## src/rtl/hz_pkg.sv

```systemverilog
package hz_pkg;

    localparam int NREG = 32;
    localparam int XLEN = 32;
    localparam int AW   = $clog2(NREG);

    // Operand source select for the execute stage
    typedef enum logic [1:0] {
        SEL_DEC = 2'b00,
        SEL_WB  = 2'b01,
        SEL_MEM = 2'b10
    } opsel_e;

    // Hold controller states
    typedef enum logic {
        S_FLOW = 1'b0,
        S_HOLD = 1'b1
    } gate_e;

endpackage

```

## src/rtl/hz_regfile.sv

```systemverilog
module hz_regfile
    import hz_pkg::*;
#(
    parameter int NR   = NREG,
    parameter int W    = XLEN,
    parameter int NRD  = 2,
    localparam int A   = $clog2(NR)
) (
    input  logic                  clk,
    input  logic                  rst_n,
    input  logic                  wr_en,
    input  logic [A-1:0]          wr_addr,
    input  logic [W-1:0]          wr_data,
    input  logic [NRD-1:0][A-1:0] rd_addr,
    output logic [NRD-1:0][W-1:0] rd_data
);

    logic [W-1:0] cells [NR];
    logic         wr_live;

    // Writes to register zero are dropped
    assign wr_live = wr_en && (wr_addr != '0);

    always_ff @(posedge clk or negedge rst_n) begin
        if (!rst_n) begin
            for (int i = 0; i < NR; i++) begin
                cells[i] <= '0;
            end
        end else if (wr_live) begin
            cells[wr_addr] <= wr_data;
        end
    end

    // One read port per source; same-cycle write is bypassed
    for (genvar p = 0; p < NRD; p++) begin : g_rd
        always_comb begin
            if (rd_addr[p] == '0) begin
                rd_data[p] = '0;
            end else if (wr_live && (wr_addr == rd_addr[p])) begin
                rd_data[p] = wr_data;
            end else begin
                rd_data[p] = cells[rd_addr[p]];
            end
        end
    end

endmodule

```

## src/rtl/hz_opsel.sv

```systemverilog
module hz_opsel
    import hz_pkg::*;
#(
    parameter int A = AW
) (
    input  logic [A-1:0] src,
    input  logic [A-1:0] mem_rd,
    input  logic         mem_we,
    input  logic [A-1:0] wb_rd,
    input  logic         wb_we,
    output opsel_e       sel
);

    logic hit_mem;
    logic hit_wb;

    assign hit_mem = mem_we && (mem_rd != '0) && (mem_rd == src);
    assign hit_wb  = wb_we  && (wb_rd  != '0) && (wb_rd  == src);

    // Youngest producer first
    always_comb begin
        if (hit_mem) begin
            sel = SEL_MEM;
        end else if (hit_wb) begin
            sel = SEL_WB;
        end else begin
            sel = SEL_DEC;
        end
    end

endmodule

```

## src/rtl/hz_stall_fsm.sv

```systemverilog
module hz_stall_fsm
    import hz_pkg::*;
#(
    parameter int A    = AW,
    parameter int NSRC = 2
) (
    input  logic                   clk,
    input  logic                   rst_n,
    input  logic [NSRC-1:0][A-1:0] src,
    input  logic [A-1:0]           ex_rd,
    input  logic                   ex_we,
    input  logic                   ex_load,
    output logic                   hold
);

    gate_e           state_q;
    gate_e           state_d;
    logic [NSRC-1:0] dep;
    logic            hazard;
    logic            ld_live;

    assign ld_live = ex_load && ex_we && (ex_rd != '0);

    for (genvar s = 0; s < NSRC; s++) begin : g_dep
        assign dep[s] = ld_live && (src[s] == ex_rd);
    end

    assign hazard = |dep;

    always_ff @(posedge clk or negedge rst_n) begin
        if (!rst_n) begin
            state_q <= S_FLOW;
        end else begin
            state_q <= state_d;
        end
    end

    always_comb begin
        state_d = state_q;
        unique case (state_q)
            S_FLOW: state_d = hazard ? S_HOLD : S_FLOW;
            S_HOLD: state_d = S_FLOW;
        endcase
    end

    always_comb begin
        hold = 1'b0;
        unique case (state_q)
            S_FLOW: hold = hazard;
            S_HOLD: hold = 1'b0;
        endcase
    end

endmodule

```

## src/rtl/hazard_fwd_unit.sv

```systemverilog
module hazard_fwd_unit
    import hz_pkg::*;
#(
    parameter int NR   = NREG,
    parameter int W    = XLEN,
    localparam int A   = $clog2(NR),
    localparam int NOP = 2
) (
    input  logic         clk,
    input  logic         rst_n,
    input  logic [A-1:0] id_rs1,
    input  logic [A-1:0] id_rs2,
    input  logic [A-1:0] ex_rd,
    input  logic         ex_we,
    input  logic         ex_is_load,
    input  logic [A-1:0] mem_rd,
    input  logic         mem_we,
    input  logic [A-1:0] wb_rd,
    input  logic         wb_we,
    input  logic [W-1:0] wb_data,
    output logic         stall_fd,
    output logic         bubble_ex,
    output logic [1:0]   fwd_a,
    output logic [1:0]   fwd_b,
    output logic [W-1:0] id_data_a,
    output logic [W-1:0] id_data_b
);

    logic [NOP-1:0][A-1:0] id_src;
    logic [NOP-1:0][A-1:0] ex_src_q;
    logic [NOP-1:0][W-1:0] rd_val;
    opsel_e [NOP-1:0]      sel;
    logic                  hold;

    assign id_src[0] = id_rs1;
    assign id_src[1] = id_rs2;

    hz_regfile #(
        .NR  (NR),
        .W   (W),
        .NRD (NOP)
    ) u_rf (
        .clk     (clk),
        .rst_n   (rst_n),
        .wr_en   (wb_we),
        .wr_addr (wb_rd),
        .wr_data (wb_data),
        .rd_addr (id_src),
        .rd_data (rd_val)
    );

    hz_stall_fsm #(
        .A    (A),
        .NSRC (NOP)
    ) u_gate (
        .clk     (clk),
        .rst_n   (rst_n),
        .src     (id_src),
        .ex_rd   (ex_rd),
        .ex_we   (ex_we),
        .ex_load (ex_is_load),
        .hold    (hold)
    );

    // Source numbers follow the instruction into execute; a hold sends a bubble
    always_ff @(posedge clk or negedge rst_n) begin
        if (!rst_n) begin
            ex_src_q <= '0;
        end else if (hold) begin
            ex_src_q <= '0;
        end else begin
            ex_src_q <= id_src;
        end
    end

    for (genvar k = 0; k < NOP; k++) begin : g_op
        hz_opsel #(
            .A (A)
        ) u_sel (
            .src    (ex_src_q[k]),
            .mem_rd (mem_rd),
            .mem_we (mem_we),
            .wb_rd  (wb_rd),
            .wb_we  (wb_we),
            .sel    (sel[k])
        );
    end

    assign stall_fd  = hold;
    assign bubble_ex = hold;
    assign fwd_a     = sel[0];
    assign fwd_b     = sel[1];
    assign id_data_a = rd_val[0];
    assign id_data_b = rd_val[1];

endmodule

```

## config.mk

```make
export PLATFORM = sky130hd
export DESIGN_NAME = hazard_fwd_unit
export DESIGN_NICKNAME = d
export VERILOG_FILES = /design/src/rtl/hz_pkg.sv /design/src/rtl/hz_regfile.sv /design/src/rtl/hz_opsel.sv /design/src/rtl/hz_stall_fsm.sv /design/src/rtl/hazard_fwd_unit.sv
export SDC_FILE = /design/constraint.sdc
export NUM_CORES = 2
export LEC_CHECK = 0
export BUFFER_PORTS_ARGS = -buffer_cell sky130_fd_sc_hd__buf_4
export CORE_ASPECT_RATIO = 2
export CORE_UTILIZATION = 50
export DETAILED_ROUTE_END_ITERATION = 8
export MAX_ROUTING_LAYER = met4
export PLACE_DENSITY = 0.67
export SKIP_CTS_REPAIR_TIMING = 1
export SLEW_MARGIN = 20
export SYNTH_ARGS = -nofsm -noshare
export SYNTH_HDL_FRONTEND = slang
export SYNTH_SLANG_ARGS = --single-unit
```

## constraint.sdc

```tcl
create_clock -name clk -period 8.3 [get_ports clk]
set_clock_uncertainty 0.15 [all_clocks]
set_input_delay 1.66 -clock clk [delete_from_list [all_inputs] [get_ports clk]]
set_output_delay 1.66 -clock clk [all_outputs]
set_load 0.1 [all_outputs]
```

# Yosys cells after proc, flatten, opt, wreduce, memory -nomap -nowiden
# Index checks and enable logic that the tools add are counted.
[op_classes] muxes=21 magnitude_cmp=4 eq_ne=8 n_reduce_logical=19 bitwise_logic=4
[ops] op="$bwmux 1024" n=1
[ops] op="$bmux 32 s5" n=2
[ops] op="$mux 32" n=9
[ops] op="$demux 32 s5" n=1
[ops] op="$eq 5x5->1" n=8
[ops] op="$ge 6x6->1 const B" n=3
[ops] op="$not 5->6" n=3
[ops] op="$reduce_bool 5->1" n=3
[ops] op="$logic_and 1x1->1" n=13
[ops] op="$logic_not 5->1" n=2
[ops] op="$mux 10" n=1
[ops] op="$lt 6x1->1 const B" n=1
[ops] op="$mux 2" n=2
[ops] op="$pmux 1 s2" n=2
[ops] op="$mux 1" n=3
[ops] op="$reduce_or 2->1" n=1
[ops] op="$not 1->1" n=1
[totals] reg_bits=1035 output_inout_bits=70

# Logic depth before layout (Yosys ltp)
[depth] depth_word=6 ltp_mapped=11 depth_no_buf=6

# By module
# Synthesis repeated with hierarchy kept, for this count alone.
[hier_totals] cells_unflattened=4027 hier_area_um2=56720.6
[by_module_without_submodules] module="hz_regfile" n_inst=1 seq_area_each_um2=25624.6 area_per_inst_um2=55924.9 cells_per_inst=3944
[by_module_without_submodules] module="hazard_fwd_unit" n_inst=1 seq_area_each_um2=250.2 area_per_inst_um2=320.3 cells_per_inst=21
[by_module_without_submodules] module="hz_opsel" n_inst=2 seq_area_each_um2=0.0 area_per_inst_um2=158.9 cells_per_inst=21
[by_module_without_submodules] module="hz_stall_fsm" n_inst=1 seq_area_each_um2=25.0 area_per_inst_um2=157.7 cells_per_inst=20

# Least setup slack after synthesis
# No wires, ideal clock.
[synth_timing] kind="input to output" start="input port mem_rd[0]" end="output port fwd_a[0]" slack_ps=1084 path_stages=4 path_buffers=0 required_ps=6490 t_arrival_ps=5406 cell_sequence="or4_1 > o21ai_0 > nor4_1 > nor4_1"
[synth_via] elab_chain_len=4 elab_cells_between_ends=5 cone_classes="eq/ne (1); mux (1); reduce/logical (3)"
[synth_rtl] item="from (decl)" line_no="hazard_fwd_unit.sv:16" rtl="input logic [A-1:0] mem_rd,"
[synth_rtl] item="$reduce_bool 5->1" line_no="hz_opsel.sv:17" rtl="assign hit_mem = mem_we && (mem_rd != '0) && (mem_rd == src);"
[synth_rtl] item="$logic_and 1x1->1" line_no="hz_opsel.sv:17"
[synth_rtl] item="$logic_and 1x1->1 *" line_no="hz_opsel.sv:17"
[synth_rtl] item="named net g_op[0].u_sel.hit_mem" line_no="hz_opsel.sv:14" rtl="logic hit_mem;"
[synth_rtl] item="$mux 2 *" line_no="hz_opsel.sv:22" rtl="if (hit_mem) begin"
[synth_rtl] item="to (decl)" line_no="hazard_fwd_unit.sv:23" rtl="output logic [1:0] fwd_a,"
# Mark *: on every way through the listed nets, which the timed path passes. The rest lies on a longest branch.

# Final worst setup path
[layout_timing] start="input port id_rs2[1]" end="output port id_data_b[9]"
[layout_via] elab_chain_len=6 elab_cells_between_ends=9 cone_classes="eq/ne (1); mux (5); bitwise (1); reduce/logical (2)"
[layout_rtl] item="from (decl)" line_no="hazard_fwd_unit.sv:12" rtl="input logic [A-1:0] id_rs2,"
[layout_rtl] item="$not 5->6 (implied by the code)" line_no="hz_regfile.sv:42" rtl="rd_data[p] = cells[rd_addr[p]];"
[layout_rtl] item="$bmux 32 s5" line_no="hz_regfile.sv:42"
[layout_rtl] item="$mux 32 (implied by the code) (2 in a row)" line_no="hz_regfile.sv:42"
[layout_rtl] item="$mux 32" line_no="hz_regfile.sv:39" rtl="end else if (wr_live && (wr_addr == rd_addr[p])) begin"
[layout_rtl] item="$mux 32 *" line_no="hz_regfile.sv:37" rtl="if (rd_addr[p] == '0) begin"
[layout_rtl] item="to (decl)" line_no="hazard_fwd_unit.sv:26" rtl="output logic [W-1:0] id_data_b"
# Every way passes the cells marked *; elsewhere a longest branch is shown, timed or not. The select of a mux whose other input is x is not followed.

==> out/qor.json <==
{
  "p_leak_nw": 26.68,
  "post_synth_design_cell_area_um2": 55710,
  "boundaryPins": 133,
  "power_density_nw_per_um2": 244.3,
  "fin_util": 0.5569,
  "drt_drc_violations_left": 0,
  "initial_drt_markers": 4607,
  "proportion_of_layout_cells_with_a_drive_suffix_above_1": 0.4651,
  "total_count_of_max_transition_violations_in_the_final_report": 0,
  "worst_case_setup_slack_after_placement_ns": 1.285,
  "crit_path_max_fanout": 46,
  "clock-root-buffer": "sky130_fd_sc_hd__clkbuf_16",
  "totalPowerFinal_mw": 14.99,
  "crit_family": "simple AND/OR/NAND/NOR gates",
  "clk_latency_ns": 0.72,
  "setup_repair_after_global_routing_missed_its_margin": "no",
  "placed_cells_incl_taps": 5275,
  "numCtsBuffers": 92,
  "synth.lib_cells_used.distinct": 58,
  "wl_um": 204300,
  "cp.buffers_inverters": 4,
  "numPortBuffers": 132,
  "worstSetupEndpointType": "output pin",
  "grt_max_degree": 160,
  "netlist_instances": 3978,
  "timing.critical_path.arrival_ns": 5.30,
  "detailedPlacementHpwl_um": 124600,
  "worst_ep_required_time_ns": 6.49,
  "grt_pass1_vias": 39830,
  "finished_layout_cell_area_um2": 61360,
  "gr-usage-all-layers": 0.3782,
  "timing.final.crit_period_ns": 7.106,
  "worstSetupPathType": "input port to output pin",
  "worstPathCellList": "clkbuf_8 -> buf_4 -> nand2_1 -> o22ai_1 -> o22ai_1 -> nor2_1 -> nor3_1 -> buf_4 -> buf_4",
  "grt_first_pass_wirelength_um": 292400,
  "synth_sequential_area_ratio": 0.4649,
  "worstMarginPinSlew_ns": 1.265,
  "initial_core_util": 0.5056,
  "post_synth.cell_area_avg_um2": 14.00,
  "clock_sink_count": 1035,
  "final_nets": 3953,
  "timing.critical_path.mode_cell": "sky130_fd_sc_hd__buf_4",
  "critPathSlowestCell": "sky130_fd_sc_hd__nand2_1",
  "dieArea_um2": 112800,
  "crit_path_start_kind": "input port",
  "vias": 38850,
  "synth_nets": 4041,
  "max-vdd-ir-drop_uv": 169.9,
  "tritoncts": "built",
  "clk_pin_slew_ns": 0.06,
  "core_um2": 110200,
  "die-width_um": 238.0,
  "antenna_found_initial": 14,
  "maxCapViolations": 0,
  "fin_hold_ws_ns": 0.2489,
  "buffer_levels_on_the_longest_clock_path": 3,
  "ys_warn_count": 0,
  "run_status": "complete, no violations",
  "worst_hold_path_type": "flip-flop to flip-flop",
  "max_clock_freq_mhz": 140.7,
  "num_rows": 172,
  "slew_headroom": 0.1567,
  "timing.setup.tns_ns": 0,
  "ys_async_sr_fraction": 1.000,
  "routed_wire_length_per_instance_um": 37.40,
  "htreeDepth": 3,
  "stdcell_count": 5462,
  "crit_path_max_incr_delay_ns": 0.88,
  "minimum_setup_slack_in_the_final_design_ns": 1.194,
  "ys_seq_elements": 1035,
  "post_drt_via_cell_ratio": 7.113,
  "detailed_place.area_um2": 58090,
  "count_of_nets_left_with_antenna_violations_after_detail_routing": 0,
  "grt_overflow": 0,
  "first_pass_iters": 6,
  "synth-edff-count": 0,
  "final-hold-violation-count": 0,
  "chipHeight_um": 474.1,
  "areaGrowthSynthToFinish_pct": 10.15,
  "timing.final.setup_violations": 0,
  "final.fill_count": 9048,
  "seq_area_um2": 25900,
  "place_congestion": 0.9006,
  "area_of_the_multi_input_gates_um2": 28100,
  "synth_top_flop_cell": "sky130_fd_sc_hd__dfrtp_1",
  "post-route-period-util": 0.8562
}
[cell usage after synthesis, types with 38 or more instances]
master                     number  area share
sky130_fd_sc_hd__nor2_1        92      0.0062
sky130_fd_sc_hd__clkbuf_1     261       0.018
sky130_fd_sc_hd__nor3_1        79      0.0071
sky130_fd_sc_hd__buf_4         38      0.0051
sky130_fd_sc_hd__mux4_2       371        0.15
sky130_fd_sc_hd__dfrtp_1     1035        0.46
sky130_fd_sc_hd__buf_2         84      0.0075
sky130_fd_sc_hd__buf_1         56      0.0038
sky130_fd_sc_hd__a221oi_1      70       0.011
sky130_fd_sc_hd__a22oi_1       61      0.0082
sky130_fd_sc_hd__o21ai_0       44      0.0040
sky130_fd_sc_hd__mux2i_1      309       0.056
sky130_fd_sc_hd__o22ai_1       92       0.010
sky130_fd_sc_hd__nand2_1       75      0.0051
sky130_fd_sc_hd__mux2_2       997        0.20
[registers in the layout, indices dropped and copies added, names as in the netlist]
signal,cells
u_rf.cells,1024
u_gate.state_q,1
ex_src_q,10
[layout by cell type, fill, tap and decap left out, types with 21 or more instances in the layout]
| cell | Yosys | final |
|---|---|---|
| sky130_fd_sc_hd__nor2_1 | 92 | 74 |
| sky130_fd_sc_hd__a221oi_1 | 70 | 70 |
| sky130_fd_sc_hd__o21ai_0 | 44 | 44 |
| sky130_fd_sc_hd__clkbuf_16 | 0 | 95 |
| sky130_fd_sc_hd__mux4_2 | 371 | 371 |
| sky130_fd_sc_hd__a22oi_1 | 61 | 61 |
| sky130_fd_sc_hd__clkbuf_8 | 0 | 24 |
| sky130_fd_sc_hd__xor2_1 | 21 | 21 |
| sky130_fd_sc_hd__mux2_2 | 997 | 997 |
| sky130_fd_sc_hd__dfrtp_1 | 1035 | 1035 |
| sky130_fd_sc_hd__mux2i_1 | 309 | 309 |
| sky130_fd_sc_hd__nand2b_1 | 22 | 21 |
| sky130_fd_sc_hd__nand2_1 | 75 | 64 |
| sky130_fd_sc_hd__nor3_1 | 79 | 76 |
| sky130_fd_sc_hd__o22ai_1 | 92 | 92 |
| sky130_fd_sc_hd__o211ai_1 | 32 | 32 |
| sky130_fd_sc_hd__buf_4 | 38 | 235 |
[power by group]
group / total (mW) / internal (mW) / leakage, nW / switching, mW
logic: 3.57 / 1.75 / 11.8 / 1.82
clock network: 4.68 / 2.62 / 1.59 / 2.06
registers: 6.74 / 5.99 / 13.3 / 0.742
[worst reg2reg max path: stages, from the launching register on]
cell and delay [ns]:
sky130_fd_sc_hd__dfrtp_1 0.37, sky130_fd_sc_hd__or4_1 0.69, sky130_fd_sc_hd__and2_1 0.24
[cells by family after synthesis]
logic type / Yosys count / synth area share
flip-flops: 1035 / 0.4649
AND/OR/NAND/NOR: 363 / 0.03151
buffers and inverters: 447 / 0.03486
AO/OA/AOI/OAI: 416 / 0.05539
XOR/XNOR: 40 / 0.006289
multiplexers: 1677 / 0.4070
[per-layer routing]
metal  vias up  global-route usage  part of all wire
met4         0              0.2728             0.083
met3       736             0.07412             0.084
met2      2284              0.5864              0.48
met5         -                   -                 0
li1      15060                   -                 -
met1     20770              0.4400              0.35
[final cells by class]
class / count / share of cell area
Antenna cell: 16 / 0.0006525
Clock buffer: 136 / 0.04484
Clock inverter: 35 / 0.007870
Inverter: 5 / 0.0003058
Multi-Input combinational cell: 2496 / 0.4579
Sequential cell: 1035 / 0.4221
Tap cell: 1479 / 0.03016
Timing Repair Buffer: 260 / 0.03617
[worst paths after layout]
kind                                  start          endpoint  slack (ns)  cells past startpoint
max in group asynchronous             rst_n       ex_src_q[1]        5.29                      3
hold reg to reg            u_rf.cells[1016]  u_rf.cells[1016]        0.25                      0
hold / removal             u_rf.cells[1016]  u_rf.cells[1016]        0.25                      0
min in group asynchronous             rst_n   u_rf.cells[341]        0.84                      1
setup reg to reg             u_gate.state_q       ex_src_q[7]        6.74                      2
setup / recovery                  id_rs2[1]      id_data_b[9]        1.19                      9
(Power assumes the default switching activity.)
